<file path="src/rtl/bp_pkg.sv">
package bp_pkg;
   localparam int OPC_W = 8;

   typedef logic [OPC_W-1:0] opcode_t;

   typedef struct packed {
      logic    flag;
      opcode_t op;
   } q_entry_t;
endpackage

</file>
<file path="src/rtl/bp_match_unit.sv">
module bp_match_unit #(
   parameter int ADDR_W = 24
) (
   input  logic              clk,
   input  logic              rst_n,
   input  logic              en_cmd,
   input  logic              dis_cmd,
   input  logic [ADDR_W-1:0] bp_addr,
   input  logic [ADDR_W-1:0] fetch_addr,
   output logic              armed,
   output logic              hit
);
   logic armed_q;

   always_ff @(posedge clk or negedge rst_n) begin
      if (!rst_n)       armed_q <= 1'b0;
      else if (dis_cmd) armed_q <= 1'b0;
      else if (en_cmd)  armed_q <= 1'b1;
   end

   assign armed = armed_q;
   assign hit   = armed_q && (fetch_addr == bp_addr);

   AST_DISARM_WINS: assert property (@(posedge clk) disable iff (!rst_n)
      dis_cmd |=> !armed);
   AST_ARM_TAKES: assert property (@(posedge clk) disable iff (!rst_n)
      (en_cmd && !dis_cmd) |=> armed);
endmodule

</file>
<file path="src/rtl/bp_tag_fifo.sv">
module bp_tag_fifo
   import bp_pkg::*;
#(
   parameter int DEPTH = 4
) (
   input  logic     clk,
   input  logic     rst_n,
   input  logic     push,
   input  q_entry_t push_entry,
   input  logic     pop,
   input  logic     flush,
   output q_entry_t head,
   output logic     pop_ok,
   output logic     full,
   output logic     empty
);
   localparam int PTR_W   = (DEPTH > 1) ? $clog2(DEPTH) : 1;
   localparam int CNT_W   = $clog2(DEPTH + 1);
   localparam bit IS_POW2 = (DEPTH & (DEPTH - 1)) == 0;

   q_entry_t   mem [DEPTH];
   logic [PTR_W-1:0] wr_ptr, rd_ptr, wr_nxt, rd_nxt;
   logic [CNT_W-1:0] count;
   logic             push_ok;

   generate
      if (IS_POW2) begin : g_wrap_nat
         assign wr_nxt = wr_ptr + 1'b1;
         assign rd_nxt = rd_ptr + 1'b1;
      end else begin : g_wrap_cmp
         assign wr_nxt = (wr_ptr == PTR_W'(DEPTH - 1)) ? '0 : wr_ptr + 1'b1;
         assign rd_nxt = (rd_ptr == PTR_W'(DEPTH - 1)) ? '0 : rd_ptr + 1'b1;
      end
   endgenerate

   assign full    = (count == CNT_W'(DEPTH));
   assign empty   = (count == '0);
   assign pop_ok  = pop && !empty && !flush;
   assign push_ok = push && !flush && (!full || pop_ok);
   assign head    = mem[rd_ptr];

   always_ff @(posedge clk or negedge rst_n) begin
      if (!rst_n) begin
         wr_ptr <= '0;
         rd_ptr <= '0;
         count  <= '0;
         for (int i = 0; i < DEPTH; i++) mem[i] <= '0;
      end else if (flush) begin
         wr_ptr <= '0;
         rd_ptr <= '0;
         count  <= '0;
         for (int i = 0; i < DEPTH; i++) mem[i].flag <= 1'b0;
      end else begin
         if (push_ok) begin
            mem[wr_ptr] <= push_entry;
            wr_ptr      <= wr_nxt;
         end
         if (pop_ok) rd_ptr <= rd_nxt;
         case ({push_ok, pop_ok})
            2'b10:   count <= count + 1'b1;
            2'b01:   count <= count - 1'b1;
            default: count <= count;
         endcase
      end
   end

   AST_NO_OVERFLOW: assert property (@(posedge clk) disable iff (!rst_n)
      count <= CNT_W'(DEPTH));
   AST_FLUSH_EMPTIES: assert property (@(posedge clk) disable iff (!rst_n)
      flush |=> empty);
   AST_SWAP_KEEPS_FULL: assert property (@(posedge clk) disable iff (!rst_n)
      (full && push && pop && !flush) |=> full);
endmodule

</file>
<file path="src/rtl/bp_ir_stage.sv">
module bp_ir_stage
   import bp_pkg::*;
#(
   parameter opcode_t TRAP_OP = 8'hF7
) (
   input  logic     clk,
   input  logic     rst_n,
   input  logic     load,
   input  q_entry_t entry,
   output opcode_t  ir,
   output logic     ir_load,
   output logic     trap
);
   opcode_t ir_q;
   logic    ld_q, trap_q;
   opcode_t mux_op;

   assign mux_op = entry.flag ? TRAP_OP : entry.op;

   always_ff @(posedge clk or negedge rst_n) begin
      if (!rst_n) begin
         ir_q   <= '0;
         ld_q   <= 1'b0;
         trap_q <= 1'b0;
      end else begin
         ld_q   <= load;
         trap_q <= load && entry.flag;
         if (load) ir_q <= mux_op;
      end
   end

   assign ir      = ir_q;
   assign ir_load = ld_q;
   assign trap    = trap_q;

   AST_TRAP_NEEDS_LOAD: assert property (@(posedge clk) disable iff (!rst_n)
      trap |-> ir_load);
   AST_IR_HOLDS: assert property (@(posedge clk) disable iff (!rst_n)
      !load |=> $stable(ir));
endmodule

</file>
<file path="src/rtl/bp_trap_injector.sv">
module bp_trap_injector
   import bp_pkg::*;
#(
   parameter int          ADDR_W   = 24,
   parameter int          DEPTH    = 4,
   parameter logic [7:0]  TRAP_OP  = 8'hF7,
   parameter logic [23:0] TRAP_VEC = 24'hFF2010
) (
   input  logic              clk,
   input  logic              rst_n,
   input  logic              fetch_valid,
   input  logic [ADDR_W-1:0] fetch_addr,
   input  logic [7:0]        fetch_data,
   input  logic              pop_req,
   input  logic              flush,
   input  logic [ADDR_W-1:0] bp_addr,
   input  logic              bp_enable_cmd,
   input  logic              bp_disable_cmd,
   output logic [7:0]        ir_out,
   output logic              ir_load,
   output logic              trap_pulse,
   output logic [23:0]       trap_vector,
   output logic              q_full,
   output logic              q_empty
);
   generate
      if (DEPTH < 2) begin : g_bad_depth
         $error("DEPTH must be at least 2");
      end
      if (ADDR_W < 1 || ADDR_W > 24) begin : g_bad_addr
         $error("ADDR_W must be 1 to 24");
      end
   endgenerate

   logic     hit, armed, pop_ok;
   q_entry_t in_entry, head;

   bp_match_unit #(.ADDR_W(ADDR_W)) u_match (
      .clk(clk), .rst_n(rst_n),
      .en_cmd(bp_enable_cmd), .dis_cmd(bp_disable_cmd),
      .bp_addr(bp_addr), .fetch_addr(fetch_addr),
      .armed(armed), .hit(hit)
   );

   assign in_entry.flag = hit;
   assign in_entry.op   = fetch_data;

   bp_tag_fifo #(.DEPTH(DEPTH)) u_fifo (
      .clk(clk), .rst_n(rst_n),
      .push(fetch_valid), .push_entry(in_entry),
      .pop(pop_req), .flush(flush),
      .head(head), .pop_ok(pop_ok),
      .full(q_full), .empty(q_empty)
   );

   bp_ir_stage #(.TRAP_OP(TRAP_OP)) u_ir (
      .clk(clk), .rst_n(rst_n),
      .load(pop_ok), .entry(head),
      .ir(ir_out), .ir_load(ir_load), .trap(trap_pulse)
   );

   assign trap_vector = TRAP_VEC;

   AST_FULL_EMPTY_EXCL: assert property (@(posedge clk) disable iff (!rst_n)
      !(q_full && q_empty));
   AST_FLUSH_NO_LOAD: assert property (@(posedge clk) disable iff (!rst_n)
      flush |=> (!ir_load && !trap_pulse));
   AST_TRAP_IS_OPCODE: assert property (@(posedge clk) disable iff (!rst_n)
      trap_pulse |-> (ir_out == TRAP_OP));
   AST_DISARMED_CLEAN: assert property (@(posedge clk) disable iff (!rst_n)
      (!armed && fetch_valid && !q_full && !flush && pop_req && q_empty)
      |=> !trap_pulse);
endmodule

</file>
<file path="config.mk">
export PLATFORM = sky130hd
export DESIGN_NAME = bp_trap_injector
export DESIGN_NICKNAME = d
export VERILOG_FILES = /design/src/rtl/bp_pkg.sv /design/src/rtl/bp_match_unit.sv /design/src/rtl/bp_tag_fifo.sv /design/src/rtl/bp_ir_stage.sv /design/src/rtl/bp_trap_injector.sv
export SDC_FILE = /design/constraint.sdc
export NUM_CORES = 1
export LEC_CHECK = 0
export BUFFER_PORTS_ARGS = -buffer_cell sky130_fd_sc_hd__buf_4
export CAP_MARGIN = 20
export CORE_ASPECT_RATIO = 1.25
export CORE_MARGIN = 2
export CORE_UTILIZATION = 50
export CTS_CLUSTER_SIZE = 10
export DETAILED_ROUTE_END_ITERATION = 8
export PLACE_DENSITY = 0.79
export SLEW_MARGIN = 20
export SYNTH_ARGS = -nofsm -noshare
export SYNTH_HDL_FRONTEND = slang
export SYNTH_SLANG_ARGS = --single-unit
</file>
<file path="constraint.sdc">
create_clock -name clk -period 6.5 [get_ports clk]
set_input_delay 0.65 -clock clk [delete_from_list [all_inputs] [get_ports clk]]
set_output_delay 0.65 -clock clk [all_outputs]
set_load 0.005 [all_outputs]
</file>
==> report_table.html <==
<table>
<tr><th>Metric</th><th>Value</th></tr>
<tr><th colspan="2">Clocking</th></tr>
<tr><td>Post-CTS Resized</td><td>0</td></tr>
<tr><td>Post-CTS setup buffers</td><td>0</td></tr>
<tr><td>Hold bufs inserted after CTS</td><td>0</td></tr>
<tr><td>Clk sinks</td><td>54</td></tr>
<tr><td>Clock root buffer</td><td>sky130_fd_sc_hd__clkbuf_8</td></tr>
<tr><td>Clock-pin slew of the registers on the worst-case setup and hold paths</td><td>90 ps</td></tr>
<tr><td>CTS tree</td><td>built</td></tr>
<tr><td>Worst-skew pair later-pin latency</td><td>300 ps</td></tr>
<tr><td>Maximum clock insertion buffer count</td><td>2</td></tr>
<tr><td>H-tree levels</td><td>2</td></tr>
<tr><td>CTS buffer count</td><td>5</td></tr>
<tr><th colspan="2">Timing</th></tr>
<tr><td>Worst slew pin tran</td><td>662 ps</td></tr>
<tr><td>Share of the clock period used by the worst path</td><td>0.382</td></tr>
<tr><td>Post-layout worst setup margin</td><td>4020 ps</td></tr>
<tr><td>Worst rel slew slack</td><td>0.555</td></tr>
<tr><td>Skew final</td><td>7.06 ps</td></tr>
<tr><td>Setup repair after global routing missed its margin</td><td>false</td></tr>
<tr><td>Number of hold violations in the final report</td><td>0</td></tr>
<tr><td>Number of slew-limit violations in the final report</td><td>0</td></tr>
<tr><td>Clock period minus worst slack</td><td>2480 ps</td></tr>
<tr><td>Maximum clock frequency</td><td>403 MHz</td></tr>
<tr><td>Final setup violation count</td><td>0</td></tr>
<tr><td>Fin Setup TNS</td><td>0 ps</td></tr>
<tr><th colspan="2">Logic synthesis</th></tr>
<tr><td>Total number of yosys warnings</td><td>0</td></tr>
<tr><td>Cell accounting for the most synthesized area</td><td>sky130_fd_sc_hd__dfrtp_1</td></tr>
<tr><td>Main flop type after synthesis</td><td>sky130_fd_sc_hd__dfrtp_1</td></tr>
<tr><td>Most frequently used cell type in the post-synthesis netlist</td><td>sky130_fd_sc_hd__dfrtp_1</td></tr>
<tr><td>Post-synthesis average cell area</td><td>11.7 um2</td></tr>
<tr><td>Cells taking the most area after synthesis</td><td>sky130_fd_sc_hd__dfrtp_1 (45%), sky130_fd_sc_hd__mux2_2 (12%), sky130_fd_sc_hd__mux4_2 (6.8%), sky130_fd_sc_hd__buf_4 (6.0%), sky130_fd_sc_hd__xnor2_1 (4.1%)</td></tr>
<tr><td>Mapped cell area</td><td>3000 um2</td></tr>
<tr><td>Yosys reg bits</td><td>54</td></tr>
<tr><td>Syn Inst Count</td><td>256</td></tr>
<tr><td>Area share of the leading cell type in the synthesized netlist</td><td>0.451</td></tr>
<tr><td>Fraction of synthesis flops using an asynchronous set or reset pin</td><td>1.00</td></tr>
<tr><td>Number of different library cells in the post-synthesis netlist</td><td>41</td></tr>
<tr><td>EDFF count, synth</td><td>0</td></tr>
<tr><td>Register area share after synthesis</td><td>0.451</td></tr>
<tr><td>Cell types with the highest counts after synthesis</td><td>sky130_fd_sc_hd__dfrtp_1 (54), sky130_fd_sc_hd__mux2_2 (32), sky130_fd_sc_hd__buf_4 (24)</td></tr>
<tr><th colspan="2">Route</th></tr>
<tr><td>Number of vias after detailed routing</td><td>2012</td></tr>
<tr><td>Number of remaining DRC errors</td><td>0</td></tr>
<tr><td>First DRT Iteration DRCs</td><td>74</td></tr>
<tr><td>Routed wirelength normalized by instance count</td><td>13.4 um</td></tr>
<tr><td>Via density</td><td>5.17</td></tr>
<tr><td>Total iterations of the first detailed-routing run</td><td>4</td></tr>
<tr><td>Antenna Nets Post-Route</td><td>0</td></tr>
<tr><td>DRT Wirelength</td><td>5.20 mm</td></tr>
<tr><th colspan="2">Power and ir drop</th></tr>
<tr><td>P_int</td><td>0.000678 W</td></tr>
<tr><td>Logic pwr share</td><td>0.277</td></tr>
<tr><td>Clock network fraction of total power</td><td>0.195</td></tr>
<tr><td>Power Density</td><td>263 nW/um2</td></tr>
<tr><td>Portion of total power attributed to sequential cells</td><td>0.528</td></tr>
<tr><td>IR Drop Worst-Case VDD</td><td>0.148 mV</td></tr>
<tr><td>Cell leakage power</td><td>1.66 nW</td></tr>
<tr><td>Net Sw Frac</td><td>0.271</td></tr>
<tr><td>Sw power</td><td>0.000252 W</td></tr>
<tr><td>Total chip power</td><td>0.000930 W</td></tr>
<tr><th colspan="2">Setup path</th></tr>
<tr><td>Reg2reg path depth</td><td>8</td></tr>
<tr><td>CP Launch Type</td><td>flip-flop</td></tr>
<tr><td>Start-to-end type of the worst setup path</td><td>reg -&gt; reg</td></tr>
<tr><td>Kind of end point of the critical path</td><td>flip-flop</td></tr>
<tr><td>Setup slack of the worst register-to-register path</td><td>4020 ps</td></tr>
<tr><td>Capture point of the worst reg-to-reg path</td><td>u_fifo.count[1]</td></tr>
<tr><td>Data required time of the critical path</td><td>6740 ps</td></tr>
<tr><td>Worst flop-to-flop path startpoint</td><td>u_fifo.count[0]</td></tr>
<tr><td>Arrival @ worst endpoint</td><td>2720 ps</td></tr>
<tr><td>Endpoint of the worst setup timing path</td><td>u_fifo.count[1]</td></tr>
<tr><td>Start point of the critical path</td><td>u_fifo.count[0]</td></tr>
<tr><td>Critical Path Fanout Max</td><td>19</td></tr>
<tr><th colspan="2">Placed design</th></tr>
<tr><td>Post-detailed-placement half-perimeter wirelength</td><td>3.93 mm</td></tr>
<tr><td>Post-Place Cells</td><td>382</td></tr>
<tr><td>Placer congestion estimate</td><td>0.788</td></tr>
<tr><td>DP Worst Slack</td><td>3940 ps</td></tr>
<tr><td>Count of port buffers added during placement</td><td>74</td></tr>
<tr><th colspan="2">Final layout</th></tr>
<tr><td>Post-route non-filler standard cell count</td><td>389</td></tr>
<tr><td>Fraction of final layout cells with drive strength greater than 1</td><td>0.384</td></tr>
<tr><td>Antenna Diode Count</td><td>0</td></tr>
<tr><td>Synth-to-layout area growth</td><td>18.2%</td></tr>
<tr><td>Final layout net count</td><td>391</td></tr>
<tr><th colspan="2">GRT</th></tr>
<tr><td>Initial antenna violation count</td><td>0</td></tr>
<tr><td>First-pass GRT wire length</td><td>8.91 mm</td></tr>
<tr><td>Overall global routing resource usage</td><td>0.169</td></tr>
<tr><td>Via count of the first global-routing pass</td><td>1988</td></tr>
<tr><td>Pin count of the biggest net entering global routing</td><td>55</td></tr>
<tr><td>Final global-route overflow total</td><td>0</td></tr>
<tr><th colspan="2">Floorplanning</th></tr>
<tr><td>CORE AREA</td><td>5780 um2</td></tr>
<tr><td>I/O pin count</td><td>99</td></tr>
<tr><td>Horizontal die dimension</td><td>73.2 um</td></tr>
<tr><td>Initial standard-cell utilization of the core</td><td>0.519</td></tr>
<tr><td>Die Y-Extent</td><td>90.6 um</td></tr>
<tr><td>Die outline area</td><td>6630 um2</td></tr>
<tr><td>Std cell rows</td><td>31</td></tr>
<tr><th colspan="2">Job</th></tr>
<tr><td>Max-capacitance violation count</td><td>0</td></tr>
<tr><th colspan="2">Hold path</th></tr>
<tr><td>Hold Crit Class</td><td>in -&gt; async</td></tr>
<tr><th colspan="2">Status</th></tr>
<tr><td>Outcome</td><td>complete, no violations</td></tr>
</table>
-- power by group through the flow --
stage	clock network (W)	registers, W	logic [W]
3_3_place_gp	0	0.000495	0.000254
2_1_floorplan	0	0.000480	0.000181
5_1_grt	0.000200	0.000507	0.000289
4_1_cts	0.000187	0.000493	0.000262
6_report	0.000181	0.000491	0.000258
3_5_place_dp	0	0.000500	0.000261
-- per-layer routing --
metal  GRT usage  wire (um)  share of wire
met1       0.210       2150           0.41
met2       0.297       2730           0.52
met3      0.0234        235          0.045
met4      0.0556         83          0.016
met5           0          0              0
-- layout make-up --
| cell class | count | area [um2] |
|---|---|---|
| timing repair buffer | 74 | 556 |
| clock inverter | 2 | 13.8 |
| fill | 494 | 2240 |
| tap | 66 | 82.6 |
| clock buffer | 5 | 68.8 |
| inverter | 6 | 22.5 |
| sequential | 54 | 1350 |
| multi-input combinational | 182 | 1450 |
-- per-stage QoR --
| step | area [um2] | hold slack [ps] | utilization |
|---|---|---|---|
| final | 3540 | 372 | 0.613 |
| after global routing | 3540 | 425 | 0.613 |
| after CTS | 3540 | 399 | 0.613 |
| after detailed placement | 3460 | 480 | 0.598 |
| after global placement | 3460 | 472 | 0.598 |
| after floorplan | 3080 | 354 | - |
-- cells in the final DEF (no fill, tap or decap), drive strengths merged, types with 3 or more instances in the layout --
| cell type | instances |
|---|---|
| clkbuf | 5 |
| dfrtp | 54 |
| buf | 74 |
| o21ai | 12 |
| and2 | 3 |
| inv | 7 |
| or3b | 3 |
| nor2 | 17 |
| ha | 4 |
| nand4 | 6 |
| xor2 | 13 |
| and3 | 3 |
| conb | 24 |
| nor3 | 3 |
| mux4 | 9 |
| mux2 | 32 |
| nand2 | 11 |
| xnor2 | 14 |
-- state kept, by name, summed over array words and instances (netlist names) --
| name | flops |
|---|---|
| u_fifo.mem | 36 |
| u_ir.ir | 8 |
| u_fifo.count | 3 |
| u_fifo.rd_ptr | 2 |
| u_fifo.wr_ptr | 2 |
| u_ir.ir_load | 1 |
| u_ir.trap | 1 |
| u_match.armed | 1 |
-- worst min path at each step --
stage | end | depth (start not counted)
2_1_floorplan | u_fifo.count[0] | 0
3_3_place_gp | u_ir.ir[7] | 2
3_5_place_dp | u_ir.ir[1] | 2
4_1_cts | u_fifo.count[2] | 1
5_1_grt | u_fifo.wr_ptr[0] | 1
6_report | u_fifo.wr_ptr[1] | 1
-- worst max-delay path, stage by stage (launching register included) --
cell and delay, ps:
sky130_fd_sc_hd__dfrtp_1 490, sky130_fd_sc_hd__o31a_1 380, sky130_fd_sc_hd__nand2b_1 410, sky130_fd_sc_hd__nor2_1 120, sky130_fd_sc_hd__fa_1 530, sky130_fd_sc_hd__inv_1 40, sky130_fd_sc_hd__a221oi_1 290, sky130_fd_sc_hd__a21oi_1 70
sky130_fd_sc_hd__nor2_1 80
-- kinds of logic after synthesis --
group                      after synthesis  synth area share
and+or+nand+nor                         59             0.107
DFF                                     54             0.451
buffers and inverters                   42            0.0939
muxes                                   41             0.188
xor gates and xnor gates                27            0.0789
AOI/OAI and AO/OA                       26            0.0555
adders and majority gates                5            0.0234
other                                    2           0.00251
Power figures use the tool's default switching activity.
